$ cat src/rtl/rrb_pkg.sv
`timescale 1ns/1ps
package rrb_pkg;

  typedef enum logic [2:0] {
    ST_IDLE,
    ST_GAP,
    ST_READ,
    ST_WPULSE,
    ST_WHOLD
  } rrb_state_e;

  // whole clock cycles covering a time, never fewer than one
  function automatic int unsigned cycles_for(input int unsigned t_ps,
                                             input int unsigned clk_ps);
    int unsigned c;
    c = (t_ps + clk_ps - 1) / clk_ps;
    return (c == 0) ? 1 : c;
  endfunction

  function automatic int unsigned hold_after(input int unsigned wc,
                                             input int unsigned wp);
    return (wc > wp) ? (wc - wp) : 1;
  endfunction

endpackage

$ cat src/rtl/rrb_phase_cnt.sv
`timescale 1ns/1ps
module rrb_phase_cnt #(
  parameter int CW = 4
) (
  input  logic          clk,
  input  logic          rst_n,
  input  logic          load,
  input  logic [CW-1:0] load_val,
  output logic          expired
);

  logic [CW-1:0] cnt;

  always_ff @(posedge clk or negedge rst_n) begin
    if (!rst_n)           cnt <= '0;
    else if (load)        cnt <= load_val;
    else if (cnt != '0)   cnt <= cnt - 1'b1;
  end

  assign expired = (cnt == '0);

  // a count of one expires on the following cycle
  p_cnt_reach_r9: assert property (@(posedge clk) disable iff (!rst_n)
    (!load && cnt == CW'(1)) |=> expired);

endmodule

$ cat src/rtl/rrb_addr_map.sv
`timescale 1ns/1ps
module rrb_addr_map #(
  parameter int ROM_AW = 18,
  parameter int RAM_AW = 17
) (
  input  logic [ROM_AW-1:0] host_addr,
  input  logic              to_ram,
  output logic [ROM_AW-1:0] bus_addr
);

  localparam int PAD = ROM_AW - RAM_AW;

  generate
    if (PAD > 0) begin : g_narrow
      assign bus_addr = to_ram ? {{PAD{1'b0}}, host_addr[RAM_AW-1:0]} : host_addr;
    end else begin : g_full
      assign bus_addr = host_addr;
    end
  endgenerate

endmodule

$ cat src/rtl/romram_bus_ctrl.sv
`timescale 1ns/1ps
module romram_bus_ctrl
  import rrb_pkg::*;
#(
  parameter int CLK_PS      = 5000,
  parameter int T_READ_PS   = 70000,
  parameter int T_WPULSE_PS = 60000,
  parameter int T_WCYCLE_PS = 70000,
  parameter int ROM_AW      = 18,
  parameter int RAM_AW      = 17,
  parameter int DW          = 8
) (
  input  logic              clk,
  input  logic              rst_n,
  input  logic              req,
  input  logic              req_ram,
  input  logic              req_wr,
  input  logic [ROM_AW-1:0] req_addr,
  input  logic [DW-1:0]     req_wdata,
  output logic              ack,
  output logic [DW-1:0]     rdata,
  output logic [ROM_AW-1:0] mem_addr,
  output logic              rom_sel_n,
  output logic              ram_sel_n,
  output logic              we_n,
  output logic              oe_n,
  output logic [DW-1:0]     dq_out,
  output logic              dq_oe,
  input  logic [DW-1:0]     dq_in
);

  localparam int RD_CYC   = cycles_for(T_READ_PS, CLK_PS);
  localparam int WP_CYC   = cycles_for(T_WPULSE_PS, CLK_PS);
  localparam int WC_CYC   = cycles_for(T_WCYCLE_PS, CLK_PS);
  localparam int HOLD_CYC = hold_after(WC_CYC, WP_CYC);
  localparam int MAX_CYC  = (RD_CYC > WP_CYC) ?
                            ((RD_CYC > HOLD_CYC) ? RD_CYC : HOLD_CYC) :
                            ((WP_CYC > HOLD_CYC) ? WP_CYC : HOLD_CYC);
  localparam int CW       = $clog2(MAX_CYC + 1);

  rrb_state_e        state;
  logic              cur_ram, cur_wr;
  logic              park_vld, park_ram;
  logic [ROM_AW-1:0] mapped_addr;

  // named events shared by the datapath and the assertions
  logic          accept, conflict, start, st_ram, st_wr;
  logic          pulse_end, read_done, write_done, expired, cnt_load;
  logic [CW-1:0] cnt_val;

  assign accept     = (state == ST_IDLE) && req;
  assign conflict   = park_vld && (park_ram != req_ram);
  assign start      = (accept && !conflict) || (state == ST_GAP);
  assign st_ram     = (state == ST_GAP) ? cur_ram : req_ram;
  assign st_wr      = (state == ST_GAP) ? cur_wr  : req_wr;
  assign pulse_end  = (state == ST_WPULSE) && expired;
  assign read_done  = (state == ST_READ)   && expired;
  assign write_done = (state == ST_WHOLD)  && expired;
  assign cnt_load   = start || pulse_end;
  assign cnt_val    = pulse_end ? CW'(HOLD_CYC - 1) :
                      (st_wr ? CW'(WP_CYC - 1) : CW'(RD_CYC - 1));

  rrb_phase_cnt #(.CW(CW)) i_phase (
    .clk      (clk),
    .rst_n    (rst_n),
    .load     (cnt_load),
    .load_val (cnt_val),
    .expired  (expired)
  );

  rrb_addr_map #(.ROM_AW(ROM_AW), .RAM_AW(RAM_AW)) i_map (
    .host_addr (req_addr),
    .to_ram    (req_ram),
    .bus_addr  (mapped_addr)
  );

  always_ff @(posedge clk or negedge rst_n) begin
    if (!rst_n) begin
      state     <= ST_IDLE;
      cur_ram   <= 1'b0;
      cur_wr    <= 1'b0;
      park_vld  <= 1'b0;
      park_ram  <= 1'b0;
      ack       <= 1'b0;
      rdata     <= '0;
      mem_addr  <= '0;
      rom_sel_n <= 1'b1;
      ram_sel_n <= 1'b1;
      we_n      <= 1'b1;
      oe_n      <= 1'b1;
      dq_out    <= '0;
      dq_oe     <= 1'b0;
    end else begin
      ack <= read_done || write_done;
      if (accept) begin
        mem_addr <= mapped_addr;
        cur_ram  <= req_ram;
        cur_wr   <= req_wr;
        if (req_wr) dq_out <= req_wdata;
      end
      if (accept && conflict) begin
        rom_sel_n <= 1'b1;
        ram_sel_n <= 1'b1;
        park_vld  <= 1'b0;
      end
      if (start) begin
        rom_sel_n <= st_ram;
        ram_sel_n <= !st_ram;
        we_n      <= !st_wr;
        oe_n      <= st_wr;
        dq_oe     <= st_wr;
        park_vld  <= 1'b1;
        park_ram  <= st_ram;
      end
      if (pulse_end)  we_n <= 1'b1;
      if (read_done) begin
        rdata <= dq_in;
        oe_n  <= 1'b1;
      end
      if (write_done) dq_oe <= 1'b0;

      case (state)
        ST_IDLE:   if (accept) state <= conflict ? ST_GAP :
                                        (req_wr ? ST_WPULSE : ST_READ);
        ST_GAP:    state <= cur_wr ? ST_WPULSE : ST_READ;
        ST_READ:   if (expired) state <= ST_IDLE;
        ST_WPULSE: if (expired) state <= ST_WHOLD;
        ST_WHOLD:  if (expired) state <= ST_IDLE;
        default:   state <= ST_IDLE;
      endcase
    end
  end

  // the two region selects are exclusive
  p_sel_exclusive_r2: assert property (@(posedge clk) disable iff (!rst_n)
    !(!rom_sel_n && !ram_sel_n));

  // a select falls only after a cycle with the other one high
  p_rom_fall_gap_r2: assert property (@(posedge clk) disable iff (!rst_n)
    $fell(rom_sel_n) |-> $past(ram_sel_n));

  p_ram_fall_gap_r2: assert property (@(posedge clk) disable iff (!rst_n)
    $fell(ram_sel_n) |-> $past(rom_sel_n));

  // the controller never drives while the device may drive
  p_no_contention_r7: assert property (@(posedge clk) disable iff (!rst_n)
    dq_oe |-> oe_n);

  // the write strobe only pulses inside a driven RAM access
  p_write_window_r5: assert property (@(posedge clk) disable iff (!rst_n)
    !we_n |-> (!ram_sel_n && dq_oe && rom_sel_n));

  // data stays driven while the write strobe rises
  p_data_hold_r6: assert property (@(posedge clk) disable iff (!rst_n)
    $rose(we_n) |-> (dq_oe && $stable(dq_out)));

  // acknowledge is a single-cycle pulse
  p_ack_pulse_r8: assert property (@(posedge clk) disable iff (!rst_n)
    ack |=> !ack);

  // unused upper lines stay at zero during RAM access
  generate
    if (ROM_AW > RAM_AW) begin : g_hi_chk
      p_ram_hi_zero_r4: assert property (@(posedge clk) disable iff (!rst_n)
        !ram_sel_n |-> (mem_addr[ROM_AW-1:RAM_AW] == '0));
    end
  endgenerate

endmodule

$ cat config.mk
export PLATFORM = sky130hd
export DESIGN_NAME = romram_bus_ctrl
export DESIGN_NICKNAME = d
export VERILOG_FILES = /design/src/rtl/rrb_pkg.sv /design/src/rtl/rrb_phase_cnt.sv /design/src/rtl/rrb_addr_map.sv /design/src/rtl/romram_bus_ctrl.sv
export SDC_FILE = /design/constraint.sdc
export NUM_CORES = 1
export LEC_CHECK = 0
export ABC_AREA = 0
export BUFFER_PORTS_ARGS = -buffer_cell sky130_fd_sc_hd__buf_2
export CAP_MARGIN = 20
export CORE_ASPECT_RATIO = 0.5
export CORE_MARGIN = 2
export CORE_UTILIZATION = 48
export DETAILED_ROUTE_END_ITERATION = 7
export HOLD_SLACK_MARGIN = 0.08
export PLACE_DENSITY_LB_ADDON = 0.08
export SLEW_MARGIN = 30
export SYNTH_ARGS = -nofsm -noshare
export SYNTH_HDL_FRONTEND = slang
export SYNTH_SLANG_ARGS = --single-unit
$ cat constraint.sdc
create_clock -name clk -period 2.3 [get_ports clk]
set_input_delay 0 -clock clk [delete_from_list [all_inputs] [get_ports clk]]
set_output_delay 0 -clock clk [all_outputs]
set_load 0.03 [all_outputs]
Word level (Yosys, flattened, before mapping)
Index checks and enable logic that the tools add are counted.
{ "totals": {"output_inout_bits": 40, "in_bits": 39, "register_bits": 51, "word_cells": 72} }
{ "op_classes": {"muxes": 24, "n_eq_ne": 8, "n_addsub": 1, "n_reduce_logical": 24} }
{ "ops": {"columns": ["operator", "count"], "rows": [
  ["$mux W18", 1],
  ["$mux W1", 14],
  ["$mux W3", 4],
  ["$mux W4", 3],
  ["$pmux W3 S4", 1],
  ["$reduce_bool A2 Y1", 5],
  ["$logic_and A1 B1 Y1", 7],
  ["$eq A3 B2 Y1 const B", 2],
  ["$logic_not A4 Y1", 1],
  ["$ne A2 B2 Y1 const B", 2],
  ["$reduce_bool A4 Y1", 1],
  ["$sub A4 B1 Y4 const B", 1],
  ["$eq A3 B1 Y1 const B", 1],
  ["$eq A3 B3 Y1 const B", 1],
  ["$logic_not A1 Y1", 3],
  ["$logic_not A3 Y1", 1],
  ["$logic_or A1 B1 Y1", 3],
  ["$reduce_and A3 Y1", 1],
  ["$mux W2", 1],
  ["$ne A2 B1 Y1 const B", 1],
  ["$reduce_and A2 Y1", 1],
  ["$reduce_or A2 Y1", 1],
  ["$ne A1 B1 Y1", 1]
]} }

Logic depth before layout (Yosys ltp)
{ "depth": {"word_depth": 7, "ltp_mapped": 6} }

Cells and area by module
Synthesis repeated with hierarchy kept, for this count alone.
{ "unflattened": {"cells_unflattened": 221, "hier_area_um2": 2347.3} }
{ "by_module_without_submodules": {"columns": ["mod", "cells_each", "area_per_inst_um2", "instances"], "rows": [
  ["romram_bus_ctrl", 181, 1971.9, 1],
  ["rrb_phase_cnt", 22, 234.0, 1],
  ["rrb_addr_map", 18, 141.4, 1]
]} }

Worst setup path after synthesis
No wires, ideal clock.
{ "synth_path": {"path_kind": "flip-flop to flip-flop", "from": "register i_phase.cnt[0]", "to": "register rdata[0]", "t_required_ns": 2.175, "slack_ns": 0.532, "path_stages_with_launch": 7, "arrival_ns": 1.644, "setup_time_ns": 0.125, "synth_period_minus_slack_ns": 1.768, "path_cell_list": "dfrtp_1 > inv_1 > ha_1 > or3b_2 > nor2_1 > nand2_2 > mux2_2"} }
{ "synth_via": {"elab_chain_cells": 2} }
{ "synth_rtl": {"columns": ["element", "line_no", "rtl"], "rows": [
  ["start: declaration", "rrb_phase_cnt.sv:12", "logic [CW-1:0] cnt;"],
  ["start signal: assignment", "rrb_phase_cnt.sv:16", "else if (load) cnt <= load_val;"],
  ["start signal: assignment", "rrb_phase_cnt.sv:17", "else if (cnt != '0) cnt <= cnt - 1'b1;"],
  ["$logic_not A4 Y1", "rrb_phase_cnt.sv:20", "assign expired = (cnt == '0);"],
  ["$logic_and A1 B1 Y1", "romram_bus_ctrl.sv:57", "assign read_done = (state == ST_READ) && expired;"],
  ["end signal: assignment", "romram_bus_ctrl.sv:117", "rdata <= dq_in;"],
  ["end: declaration", "romram_bus_ctrl.sv:21", "output logic [DW-1:0] rdata,"]
]} }
No other way between the ends.
A chain may end at the register's enable or synchronous reset.

Final worst setup path
{ "layout_path": {"from": "register state[0]", "to": "register mem_addr[17]"} }
{ "layout_via": {"elab_chain_cells": 2} }
{ "layout_rtl": {"columns": ["element", "line_no", "rtl"], "rows": [
  ["start: declaration", "romram_bus_ctrl.sv:41", "rrb_state_e state;"],
  ["start signal: assignment", "romram_bus_ctrl.sv:123", "ST_IDLE: if (accept) state <= conflict ? ST_GAP :"],
  ["start signal: assignment", "romram_bus_ctrl.sv:125", "ST_GAP: state <= cur_wr ? ST_WPULSE : ST_READ;"],
  ["$logic_not A3 Y1", "romram_bus_ctrl.sv:51", "assign accept = (state == ST_IDLE) && req;"],
  ["$logic_and A1 B1 Y1", "romram_bus_ctrl.sv:51", null],
  ["end signal: assignment", "romram_bus_ctrl.sv:96", "mem_addr <= mapped_addr;"],
  ["end: declaration", "romram_bus_ctrl.sv:22", "output logic [ROM_AW-1:0] mem_addr,"]
]} }
No other way between the ends.

==> results.tsv <==
stage	metric	value	unit
run_status	status	completed	
synth	Post-synth EDFFs	0	
setup_path	Crit. path cell count	5	
timing	post-route clock skew	2.142	ps
clocking	CTS sink cnt	51	
synth	most frequent cell after synthesis	nand2_1	
setup_path	Top delay family on crit path	buffers and inverters	
synth	count of cell types in the netlist	34	
power_and_ir_drop	Pleak	1.562	nW
setup_path	slowest CP cell	dlygate4sd3_1	
setup_path	WP data arrival	2220	ps
clocking	H-tree depth	2	
routing	total number of vias	1824	
synth	Syn Area/Cell	10.74	sq um
final_layout	filler instances	347	
job	# Max-Cap Violations	0	
routing	post-route ant nets	0	
setup_path	Crit. End Element	flip-flop	
clocking	CTS Buf Count	5	
timing	final critical-path share of the clock period	86.13	%
timing	Max Transition Viols Final	0	
synth	post-synthesis adder-cell area fraction	0.5882	%
timing	Setup WS post-layout	319.0	ps
setup_path	CP max FO	15	
floorplan	Die Height	51.07	microns
synth	Synth Area in Compound Gates	8.176	%
synth	Commonest cells post-synth	67 x nand2_1, 47 x dfrtp_1, 17 x mux2_2	
timing	Setup TNS Final	0	ps
timing	worst-margin pin slew	630.8	ps
synth	Post-Synth Simple-Gate Area	18.88	%
place	DP Area	2589	sq um
floorplan	Core Rows	17	
synth	synthesized area	2127	sq um
setup_path	CP bufs+invs	2	
routing	1st-pass router iterations	4	
timing	minimum clock period	1981	ps
floorplan	core footprint	4339	sq um
place	hpwl dp	3.317	mm
timing	RSZ-0062 raised after global routing	false	
setup_path	R2R Setup Slk	320	ps
synth	sequential-to-total area share from yosys stat	60.24	%
place	Placed Instances	330	
setup_path	CP startpoint kind	flip-flop	
final_layout	finished layout cell area	3072	sq um
timing	Slew HR	57.85	%
synth	XOR/XNOR Fraction of Synth Area	0.8235	%
clocking	PostCTS Resize Cnt	0	
final_layout	ANT cells	0	
timing	# setup viols final	0	
floorplan	die area	5012	sq um
place	GPL Wtd Cong	0.7860	
synth	Yosys top cell area share	55.29	%
setup_path	crit path kind	reg -> reg	
global_route	initial antenna violation count	0	
synth	main combinational cell family by area after synthesis	simple AND/OR/NAND/NOR gates	
place	PortBufs	78	
floorplan	Top Ports	79	
synth	cell taking the most area after synthesis	dfrtp_1	
global_route	largest net degree at the start of global routing	37	
floorplan	initial core utilization	49.02	%
setup_path	r2r startpoint	state[0]	
clocking	CTS tree	yes	
global_route	first-pass GRT wire length	8.700	mm
final_layout	share of cells above drive strength 1	36.16	%
setup_path	Largest stage delay, worst path	550	ps
final_layout	final net count	358	
synth	total nets after synthesis	238	
setup_path	crit-path cells	nor4b_4, buf_4, nand3b_1, dlygate4sd3_1, nand2_1	
routing	routed length per instance	13.58	microns
synth	post-synthesis mux area share	9.000	%
final_layout	Area growth, synth to finish	44.41	%
synth	Yosys reg bits	51	
global_route	vias in the first global route	1923	
clocking	Root Driver	clkbuf_8	
final_layout	Non-Filler Instances	375	
setup_path	Worst Path Required	2540	ps
routing	Vias per Instance	4.864	
setup_path	crit path from	state[0]	
clocking	clk slew on worst S/H paths	80	ps
setup_path	reg-to-reg critical path endpoint	mem_addr[17]	
timing	Peak Freq	504.8	MHz
clocking	clock tree buffer depth	2	
power_and_ir_drop	Power Total	4.154	mW
setup_path	worst r2r path cells	5	
setup_path	Critical Path End	mem_addr[17]	
place	DP Worst Slack	383.4	ps
routing	total wire length	5.093	mm
synth	main flop type after synthesis	dfrtp_1	
routing	initial DRC count	49	
clocking	clk_lat worst skew	300	ps
synth	async set-reset flop share out of synthesis	100.0	%
synth	yosys warns	0	
floorplan	die outline width	98.14	microns
global_route	Total GRT Usage	22.30	%
synth	dominant cells by area after synthesis	dfrtp_1 55%, nand2_1 12%, mux2_2 9.0%, dfstp_2 4.9%, o21ai_0 2.4%	
power_and_ir_drop	power density cells	1352	nW/um^2
routing	Remaining DRCs	0	
power_and_ir_drop	Peak supply drop	773.3	uV
timing	Final Hold Fails	0	
worst_hold_path	Hold Crit Class	in -> reg	
synth	Post-Synthesis Cells	198	
global_route	grt ovf	0	
## per-stage QoR
step                      utilization, %  hold WS (ps)
after floorplan                        -        -295.6
after global placement             59.66        -84.95
after detailed placement           59.66        -80.35
after CTS                          70.79         103.2
after global routing               70.79         147.1
final                              70.79         115.6
## worst min-delay path by stage
| stage | start | end | slack [ps] | cells past startpoint |
|---|---|---|---|---|
| 6_report | req_wr | state[0] | 120 | 3 |
| 5_1_grt | rst_n | dq_out[6] | 150 | 2 |
| 4_1_cts | req_wr | state[0] | 100 | 3 |
| 3_5_place_dp | rst_n | dq_out[1] | -80 | 1 |
| 3_3_place_gp | rst_n | dq_out[6] | -80 | 1 |
| 2_1_floorplan | rst_n | ack | -300 | 0 |
## area by class of cell
| type | count | area [sq um] | share of cell area, % |
|---|---|---|---|
| Multi-Input combinational cell | 135 | 797.0 | 25.95 |
| Timing Repair Buffer | 120 | 800.8 | 26.07 |
| Sequential cell | 51 | 1281 | 41.71 |
| Clock buffer | 6 | 72.57 | 2.363 |
| Clock inverter | 1 | 30.03 | 0.9776 |
| Inverter | 5 | 18.77 | 0.6110 |
| Tap cell | 57 | 71.32 | 2.322 |
## cell usage in the layout (no fill, tap or decap)
| cell | Yosys | routed |
|---|---|---|
| dfrtp_1 | 47 | 47 |
| nor3b_1 | 2 | 2 |
| o32ai_2 | 1 | 1 |
| buf_4 | 0 | 4 |
| o22a_1 | 1 | 1 |
| xnor2_1 | 1 | 1 |
| nand3_1 | 2 | 2 |
| and2_1 | 1 | 1 |
| o31ai_1 | 1 | 1 |
| ha_1 | 1 | 1 |
| xor2_1 | 1 | 1 |
| nand2_2 | 2 | 2 |
| buf_2 | 3 | 78 |
| a22oi_1 | 1 | 1 |
| clkbuf_8 | 0 | 5 |
| nor4b_4 | 1 | 1 |
| bufinv_16 | 0 | 1 |
| o221ai_1 | 1 | 1 |
| nor2_1 | 4 | 4 |
| or3b_2 | 1 | 1 |
| clkbuf_1 | 4 | 1 |
| nand2b_1 | 1 | 1 |
| inv_1 | 5 | 5 |
| or3_1 | 1 | 1 |
| nand2_1 | 67 | 67 |
| and2b_1 | 1 | 1 |
| nand3b_1 | 2 | 2 |
| or3b_1 | 1 | 1 |
| a21oi_1 | 4 | 4 |
| a21o_1 | 3 | 3 |
| nor3_1 | 3 | 3 |
| dfstp_2 | 4 | 4 |
| a21oi_2 | 1 | 1 |
| a221oi_1 | 1 | 1 |
| mux2_2 | 17 | 17 |
| o21ai_0 | 10 | 10 |
| dlygate4sd3_1 | 0 | 38 |
| a211oi_1 | 2 | 2 |
## registers in the layout, indices dropped and copies added (netlist names), 3 cells and up
| register | flops |
|---|---|
| state | 3 |
| dq_out | 8 |
| i_phase.cnt | 4 |
| mem_addr | 18 |
| rdata | 8 |
## kinds of logic (layout without fill, tap and decap cells)
group / after synthesis / count (layout)
compound gates: 26 / 26
xor+xnor: 2 / 2
fa+ha+maj: 1 / 1
buf+inv: 12 / 132
flops: 51 / 51
mux: 17 / 17
simple gates: 89 / 89
## worst min-delay path, cell delays in order
cell and delay [ps]:
buf_2 140, o31ai_1 90, a22oi_1 140
## power breakdown
group	leakage (nW)	internal, mW	switching, mW	total, mW
combinational	0.898	0.694	1.24	1.93
sequential	0.613	1.35	0.277	1.62
clock	0.0513	0.319	0.276	0.595
total	1.56	2.36	1.79	4.15
## repair_timing
item | CTS | global route
endpoints found under the hold margin | 84 | 0
setup endpoints to repair | 0 | 0
hold buffers | 38 | 0
setup buffers | 0 | 0
## routing by layer
metal | wire length [microns] | vias up | track usage (%)
met3 | 336 | 7 | 7.798
met1 | 2150 | 872 | 26.54
met4 | 41 | 0 | 5.251
li1 | - | 896 | -
met5 | 0 | - | 0
met2 | 2564 | 49 | 39.84
Power figures use the tool's default switching activity.
